File: src/rtl/thrmon_pkg.sv
package thrmon_pkg;

  // Frame field positions that the upstream readback format fixes
  localparam int CHAN_LSB  = 23;
  localparam int CHAN_MSB  = 26;
  localparam int DATA_LSB  = 11;
  localparam int DATA_MSB  = 22;
  localparam int DATA_W    = DATA_MSB - DATA_LSB + 1;
  localparam int CHAN_W    = CHAN_MSB - CHAN_LSB + 1;
  localparam int LAST_CELL = 5;

  // Threshold slot numbering used by the write port
  localparam int THR_CELL_HI = 0;
  localparam int THR_CELL_LO = 1;
  localparam int THR_AUX_HI  = 2;
  localparam int THR_AUX_LO  = 3;
  localparam int THR_NUM     = 4;

  typedef struct packed {
    logic start;   // open a scan this cycle
    logic accept;  // frame is inside an open scan
    logic last;    // accepted frame completes the scan
  } ctlStrobes_t;

endpackage

File: src/rtl/thrmon_ctrl.sv
module thrmon_ctrl
  import thrmon_pkg::*;
#(
  parameter int CNT_W = 8
) (
  input  logic             clk,
  input  logic             rstN,
  input  logic             alertN,
  input  logic [CNT_W-1:0] scanLen,
  input  logic             frameValid,
  output ctlStrobes_t      strobes,
  output logic [CNT_W-1:0] frameIdx
);

  logic             alertPrev;
  logic             busy;
  logic [CNT_W-1:0] cnt;
  logic [CNT_W-1:0] lenQ;
  logic             alertFall;

  assign alertFall      = alertPrev & ~alertN;
  assign strobes.start  = alertFall & ~busy;
  assign strobes.accept = busy & frameValid;
  assign strobes.last   = strobes.accept & (cnt == lenQ - 1'b1);
  assign frameIdx       = cnt;

  always_ff @(posedge clk or negedge rstN) begin
    if (!rstN) begin
      alertPrev <= 1'b1;
      busy      <= 1'b0;
      cnt       <= '0;
      lenQ      <= '0;
    end else begin
      alertPrev <= alertN;
      if (strobes.start) begin
        busy <= 1'b1;
        cnt  <= '0;
        lenQ <= scanLen;
      end else if (strobes.last) begin
        busy <= 1'b0;
      end else if (strobes.accept) begin
        cnt <= cnt + 1'b1;
      end
    end
  end

endmodule

File: src/rtl/thrmon_dp.sv
module thrmon_dp
  import thrmon_pkg::*;
#(
  parameter int FRAME_W = 32,
  parameter int SUM_W   = 32,
  parameter int CNT_W   = 8,
  parameter int THR_W   = 8
) (
  input  logic               clk,
  input  logic               rstN,
  input  ctlStrobes_t        strobes,
  input  logic [CNT_W-1:0]   frameIdx,
  input  logic [FRAME_W-1:0] frameData,
  input  logic               thrWe,
  input  logic [1:0]         thrSel,
  input  logic [THR_W-1:0]   thrData,
  output logic               evValid,
  output logic               evAux,
  output logic               evRise,
  output logic [CNT_W-1:0]   evIndex,
  output logic [SUM_W-1:0]   sumTotal,
  output logic               scanDone
);

  localparam int CMP_W = (THR_W > DATA_W) ? THR_W : DATA_W;

  logic [THR_W-1:0] thrReg [THR_NUM];

  // Threshold registers; high slots reset to all ones, low slots to zero
  for (genvar i = 0; i < THR_NUM; i++) begin : g_thr
    localparam logic [THR_W-1:0] RST_VAL =
      (i == THR_CELL_HI || i == THR_AUX_HI) ? {THR_W{1'b1}} : '0;
    always_ff @(posedge clk or negedge rstN) begin
      if (!rstN)                              thrReg[i] <= RST_VAL;
      else if (thrWe && (thrSel == 2'(i)))    thrReg[i] <= thrData;
    end
  end

  logic [CHAN_W-1:0] chan;
  logic [DATA_W-1:0] sample;
  logic              isAux;
  logic [CMP_W-1:0]  sampleX, hiX, loX;
  logic              overHi, underLo;

  assign chan    = frameData[CHAN_MSB:CHAN_LSB];
  assign sample  = frameData[DATA_MSB:DATA_LSB];
  assign isAux   = chan > CHAN_W'(LAST_CELL);
  assign sampleX = CMP_W'(sample);
  assign hiX     = CMP_W'(isAux ? thrReg[THR_AUX_HI] : thrReg[THR_CELL_HI]);
  assign loX     = CMP_W'(isAux ? thrReg[THR_AUX_LO] : thrReg[THR_CELL_LO]);
  assign overHi  = sampleX >= hiX;
  assign underLo = sampleX <= loX;

  always_ff @(posedge clk or negedge rstN) begin
    if (!rstN) begin
      evValid  <= 1'b0;
      evAux    <= 1'b0;
      evRise   <= 1'b0;
      evIndex  <= '0;
      sumTotal <= '0;
      scanDone <= 1'b0;
    end else begin
      evValid  <= strobes.accept & (overHi | underLo);
      scanDone <= strobes.last;
      if (strobes.accept) begin
        evAux   <= isAux;
        evRise  <= overHi;
        evIndex <= frameIdx;
      end
      if (strobes.start)
        sumTotal <= '0;
      else if (strobes.accept && !isAux)
        sumTotal <= sumTotal + SUM_W'(sample);
    end
  end

endmodule

File: src/rtl/thrmon_top.sv
module thrmon_top
  import thrmon_pkg::*;
#(
  parameter int FRAME_W = 32,
  parameter int SUM_W   = 32,
  parameter int CNT_W   = 8,
  parameter int THR_W   = 8
) (
  input  logic               clk,
  input  logic               rstN,
  input  logic               alertN,
  input  logic [CNT_W-1:0]   scanLen,
  input  logic               frameValid,
  input  logic [FRAME_W-1:0] frameData,
  input  logic               thrWe,
  input  logic [1:0]         thrSel,
  input  logic [THR_W-1:0]   thrData,
  output logic               evValid,
  output logic               evAux,
  output logic               evRise,
  output logic [CNT_W-1:0]   evIndex,
  output logic [SUM_W-1:0]   sumTotal,
  output logic               scanDone
);

  ctlStrobes_t      strobes;
  logic [CNT_W-1:0] frameIdx;

  thrmon_ctrl #(.CNT_W(CNT_W)) u_ctrl (
    .clk(clk), .rstN(rstN), .alertN(alertN), .scanLen(scanLen),
    .frameValid(frameValid), .strobes(strobes), .frameIdx(frameIdx)
  );

  thrmon_dp #(.FRAME_W(FRAME_W), .SUM_W(SUM_W), .CNT_W(CNT_W), .THR_W(THR_W)) u_dp (
    .clk(clk), .rstN(rstN), .strobes(strobes), .frameIdx(frameIdx),
    .frameData(frameData), .thrWe(thrWe), .thrSel(thrSel), .thrData(thrData),
    .evValid(evValid), .evAux(evAux), .evRise(evRise), .evIndex(evIndex),
    .sumTotal(sumTotal), .scanDone(scanDone)
  );

endmodule

File: config.mk
export PLATFORM = sky130hd
export DESIGN_NAME = thrmon_top
export DESIGN_NICKNAME = d
export VERILOG_FILES = /design/src/rtl/thrmon_pkg.sv /design/src/rtl/thrmon_ctrl.sv /design/src/rtl/thrmon_dp.sv /design/src/rtl/thrmon_top.sv
export SDC_FILE = /design/constraint.sdc
export NUM_CORES = 1
export LEC_CHECK = 0
export BUFFER_PORTS_ARGS = -buffer_cell sky130_fd_sc_hd__buf_2
export CORE_AREA = 4 4 123 125
export DETAILED_ROUTE_END_ITERATION = 8
export DIE_AREA = 0 0 127 129
export SLEW_MARGIN = 30
export SYNTH_ARGS = -nofsm -noshare
export SYNTH_HDL_FRONTEND = slang
export SYNTH_SLANG_ARGS = --single-unit
File: constraint.sdc
create_clock -name clk -period 2.7 [get_ports clk]
set_clock_uncertainty 0.2 [all_clocks]
set_input_delay 0.135 -clock clk [delete_from_list [all_inputs] [get_ports clk]]
set_output_delay 0.135 -clock clk [all_outputs]
set_load 0.005 [all_outputs]
======== Word level (Yosys, flattened, before mapping) ========
Cells that the tools add are included.
W data, S select, Z words.
word-level totals
  logic and storage cells ................. 53
  input port bits ......................... 55
  output and inout port bits .............. 44
  bits in registers ....................... 94
cells by class
  magnitude comparators ................... 3
  eq/ne operators ......................... 5
  add/subtract/negate cells ............... 3
  bitwise operators ....................... 8
  reduce and logical (&&, ||, !) cells .... 11
  multiplexer cells ....................... 9
operators with widths
  kind                   count
  $mux W32               2
  $mux W8                5
  $add A32 B12 Y32       1
  $ge A12 B12 Y1         1
  $le A12 B12 Y1         1
  $add A8 B1 Y8 const B  1
  $eq A8 B8 Y1           1
  $sub A8 B1 Y8 const B  1
  $reduce_bool A2 Y1     3
  $and A1 B1 Y1          5
  $logic_and A1 B1 Y1    5
  $eq A2 B2 Y1 const B   2
  $gt A4 B3 Y1 const B   1
  $eq A2 B1 Y1 const B   1
  $logic_not A2 Y1       1
  $mux W1                2
  $ne A2 B2 Y1 const B   1
  $not A1 Y1             2
  $reduce_and A2 Y1      1
  $logic_not A1 Y1       1
  $or A1 B1 Y1           1

======== Logic depth before layout (Yosys ltp) ========
  word-level depth ........................ 5
  mapped depth ............................ 10
  depth with buffers taken out ............ 9

======== Modules after synthesis ========
A second synthesis with hierarchy kept.
second synthesis, totals
  cells, all modules ...................... 492
  area total of the unflattened synthesis .. 5257.5 µm²
modules (own cells, without submodules)
  module       cells each  area an instance (µm²)  times used
  thrmon_dp    376         4187.8                  1
  thrmon_ctrl  116         1069.8                  1

======== Worst setup path before layout ========
Ideal clock, no wire load.
  path kind ............................... input-to-reg
  start ................................... input port frameData[24]
  end ..................................... register u_dp.evValid
  required time ........................... 2.423 ns
  path slack .............................. -0.028 ns
  data arrival time ....................... 2.450 ns
  stages .................................. 9
  path buffers ............................ 1
  library setup time ...................... 0.077 ns
  cells stage by stage .................... a21oi_4 -> clkbuf_1 -> mux2i_1 -> ha_1 -> a21o_1 -> a221oi_1 -> a21oi_1 -> or3b_2 -> a21oi_1
between the ends
  cells in the longest elaborated chain, start to end .. 5
ends and longest elaborated chain
  element                                                  RTL line                          RTL
  start: declaration                                       thrmon_top.sv:14                  input logic [FRAME_W-1:0] frameData,
  $gt A4 B3 Y1 (*)                                         thrmon_dp.sv:47                   assign isAux = chan > CHAN_W'(LAST_CELL);
  $mux W8 (on tied branches)                               thrmon_dp.sv:49, thrmon_dp.sv:50
  $ge A12 B12 Y1 / $le A12 B12 Y1 (equally long branches)  thrmon_dp.sv:51, thrmon_dp.sv:52
  $or A1 B1 Y1 (*)                                         thrmon_dp.sv:63                   evValid <= strobes.accept & (overHi | underLo);
  $and A1 B1 Y1 (*)                                        thrmon_dp.sv:63
  end signal: assignment                                   thrmon_dp.sv:63
  end: declaration                                         thrmon_dp.sv:17                   output logic evValid,
Mark *: on every way between the ends. The rest lies on a longest branch, timed or not.
A chain may end at the register's enable or synchronous reset.

======== Final worst setup path ========
  start ................................... register u_dp.sumTotal[0]
  end ..................................... register u_dp.sumTotal[24]
between the ends
  cells in the longest elaborated chain, start to end .. 3
ends and longest elaborated chain
  element                   RTL line         RTL
  start: declaration        thrmon_dp.sv:21  output logic [SUM_W-1:0] sumTotal,
  start signal: assignment  thrmon_dp.sv:73  sumTotal <= sumTotal + SUM_W'(sample);
  $add A32 B12 Y32          thrmon_dp.sv:73
  $mux W32                  thrmon_dp.sv:72  else if (strobes.accept && !isAux)
  $mux W32                  thrmon_dp.sv:70  if (strobes.start)
No other way between the ends. The select of a mux whose other input is x is not followed.

==> flow_metrics.env <==
export IMPL_wire_per_inst_um=16.3
export IMPL_clock_latency_ns=0.35
export IMPL_clockRootBuffer="clkbuf_16"
export IMPL_setup_viol=0
export IMPL_fin_crit_sh_pct=98.2
export IMPL_rsz0062_at_grt="yes"
export IMPL_regArea_um2=2370
export IMPL_place_gp_congestion=0.835
export IMPL_viasPerCell=5.31
export IMPL_coreArea_um2=13900
export IMPL_async_flop_share_pct=100
export IMPL_yosys_warnings=0
export IMPL_dpl_hpwl_um=9970
export IMPL_outcome="finished, final reports clean"
export IMPL_overflow=0
export IMPL_hp_class="in -> reg"
export IMPL_clock_fmax_mhz=377
export IMPL_vias=4452
export IMPL_ant_nets=0
export IMPL_synth_edf_count=0
export IMPL_cts_max_path_buffers=2
export IMPL_h_tree_depth=3
export IMPL_first_iter_violations=172
export IMPL_cts_buffers=9
export IMPL_crit_path_end_kind="register"
export IMPL_ios=99
export IMPL_setup_worst_path_start="u_dp.sumTotal[0]"
export IMPL_slew_violations=0
export IMPL_initial_core_util_pct=39.0
export IMPL_fin_area_um2=6840
export IMPL_fillers=1284
export IMPL_final_core_util_pct=49.3
export IMPL_start_kind="register"
export IMPL_io_buffer_count=81
export IMPL_ys_seq_area_share_pct=43.8
export IMPL_ir_worst_vdd_mv=0.406
export IMPL_multi_input_area_um2=2980
export IMPL_synth_seq_cells=94
export IMPL_worst_setup_path_type="reg -> reg"
export IMPL_synth_most_common_cell="dfrtp_1"
export IMPL_synth_area_leader_cell="dfrtp_1"
export IMPL_clkSinkCount=94
export IMPL_clk_pin_slew_ns=0.07
export IMPL_die_h_um=129
export IMPL_netlist_instances=528
export IMPL_worst_ep_arrival_time_ns=2.69
export IMPL_track_usage_pct=17.6
export IMPL_remaining_drc_errors=0
export IMPL_fin_crit_ns=2.65
export IMPL_netlist_top_cells_count="dfrtp_1 (77), nand2_1 (67), mux2_2 (37)"
export IMPL_whs_ns=0.0732
export IMPL_synth_cell_types=69
export IMPL_firstDrtPassIters=4
export IMPL_grt_pass1_wl_um=23100
export IMPL_fp_dieW_um=127
export IMPL_die_area_um2=16400
export IMPL_min_from="frameValid"
export IMPL_maxSlewHeadroom_pct=44.8
export IMPL_p_per_area_nw_per_um2=836
export IMPL_worst_slew_pin_slew_ns=0.825
export IMPL_antenna_cells=0
export IMPL_grt_max_degree=49
export IMPL_maxCapViolations=0
export IMPL_synth_top_area_share_pct=35.6
export IMPL_syn_area_um2=5410
export IMPL_required_ns=2.74
export IMPL_syn_avg_cell_area_um2=10.3
export IMPL_synth_flop_cell="dfrtp_1"
export IMPL_synth_area_leaders="dfrtp_1 (36%), dfstp_2 (8.3%), mux2_2 (7.7%)"
export IMPL_placed_cell_area_um2=6170
export IMPL_cts_tree="built"
export IMPL_p_leak_nw=3.11
export IMPL_grt_pass1_vias=4651
export IMPL_worstPathMaxFanout=4
export IMPL_finalHoldViolCount=0
export IMPL_antenna_found_initial=0
export IMPL_nNetsFinal=739
export IMPL_rr_startpoint="u_dp.sumTotal[0]"
export IMPL_fp_row_count=43
export IMPL_wl_um=13700
export IMPL_syn_to_final_growth_pct=26.4
export IMPL_drive_gt1_share_pct=32.8
export IMPL_synth_nets=614
-- cells by family after synthesis --
logic type | Yosys count | synth area share (%)
AND/OR/NAND/NOR | 179 | 16.9
XOR/XNOR | 17 | 2.89
multiplexers | 58 | 11.6
flip-flops | 94 | 43.8
AO/OA/AOI/OAI | 115 | 14.6
adder cells (fa/ha/maj) | 31 | 7.30
buffers and inverters | 34 | 2.82
-- per-stage QoR --
step           setup WS, ns  cells  total power [mW]  setup TNS [ns]
2_1_floorplan        0.0347    528              3.47               0
3_3_place_gp        -0.0799    796              4.14          -0.157
3_5_place_dp         -0.244    796              4.21          -0.604
4_1_cts             -0.0228    835              5.71         -0.0289
5_1_grt             -0.0542    838              6.13          -0.193
6_report             0.0480    838              5.72               0
-- critical path, stage by stage (launching register included) --
cell	delay (ns)
dfrtp_1	0.35
ha_2	0.19
inv_2	0.04
fa_2	0.34
nor2b_2	0.12
o21a_1	0.16
o21ai_2	0.08
a211o_4	0.36
buf_6	0.14
a211oi_2	0.24
mux2_4	0.33
-- power breakdown --
part           switching (mW)  internal (mW)  total [mW]
Sequential              0.327           1.78        2.11
Combinational            1.16           1.06        2.22
Clock                   0.550          0.837        1.39
-- repair_timing --
item,in CTS,in global routing
pin swaps,7,3
gates cloned,0,1
buffers inserted,4,2
endpoints found under the setup margin,6,16
hold buffers,19,0
gates resized for setup,16,5
endpoints found under the hold margin,84,0
-- area by class of cell --
class / count / area share (%)
flip-flops and latches: 94 / 34.7
clock buffers: 11 / 3.55
multi-input cells: 400 / 43.6
clock inverters: 5 / 1.21
repair buffers: 136 / 13.0
inverters: 12 / 0.658
well taps: 180 / 3.29
-- sequential cells by signal, summed over array words and instances, names as in the netlist --
register and count:
u_dp.evValid 1, u_ctrl.busy 1, u_dp.evRise 1, u_dp.evIndex 8
u_dp.sumTotal 32, u_ctrl.frameIdx 8, u_ctrl.alertPrev 1, u_dp.evAux 1
u_dp.thrReg 32, u_dp.scanDone 1, u_ctrl.lenQ 8
-- cell usage in the layout (no fill, tap or decap), types with 19 or more instances in the layout --
cell type and n:
dfrtp_1 77, mux2_2 36, buf_4 33, dlygate4sd3_1 19
nand2_1 67, o21ai_0 24, buf_2 80, ha_1 29
mux2i_1 21, nand3_1 25, a21oi_1 28
-- routing by layer --
layer  part of all wire (%)  track usage (%)  up-vias  wire length [µm]
met5                      0                0        -                 0
li1                       -                -     2190                 -
met3                    3.2             2.95       10               432
met4                    1.3             6.62        0               182
met2                     49             29.8       60              6700
met1                     47             22.8     2192              6380
-- worst paths after layout --
kind | endpoint | slack, ns | cells after the start
max in group asynchronous | u_dp.thrReg[25] | 1.41 | 3
setup / recovery | u_dp.sumTotal[24] | 0.05 | 10
setup reg to reg | u_dp.sumTotal[24] | 0.05 | 10
hold / removal | u_dp.evValid | 0.07 | 4
min in group asynchronous | u_dp.sumTotal[17] | 0.14 | 2
hold reg to reg | u_dp.evIndex[7] | 0.27 | 2
No activity file was read; power rests on OpenSTA's default activity.
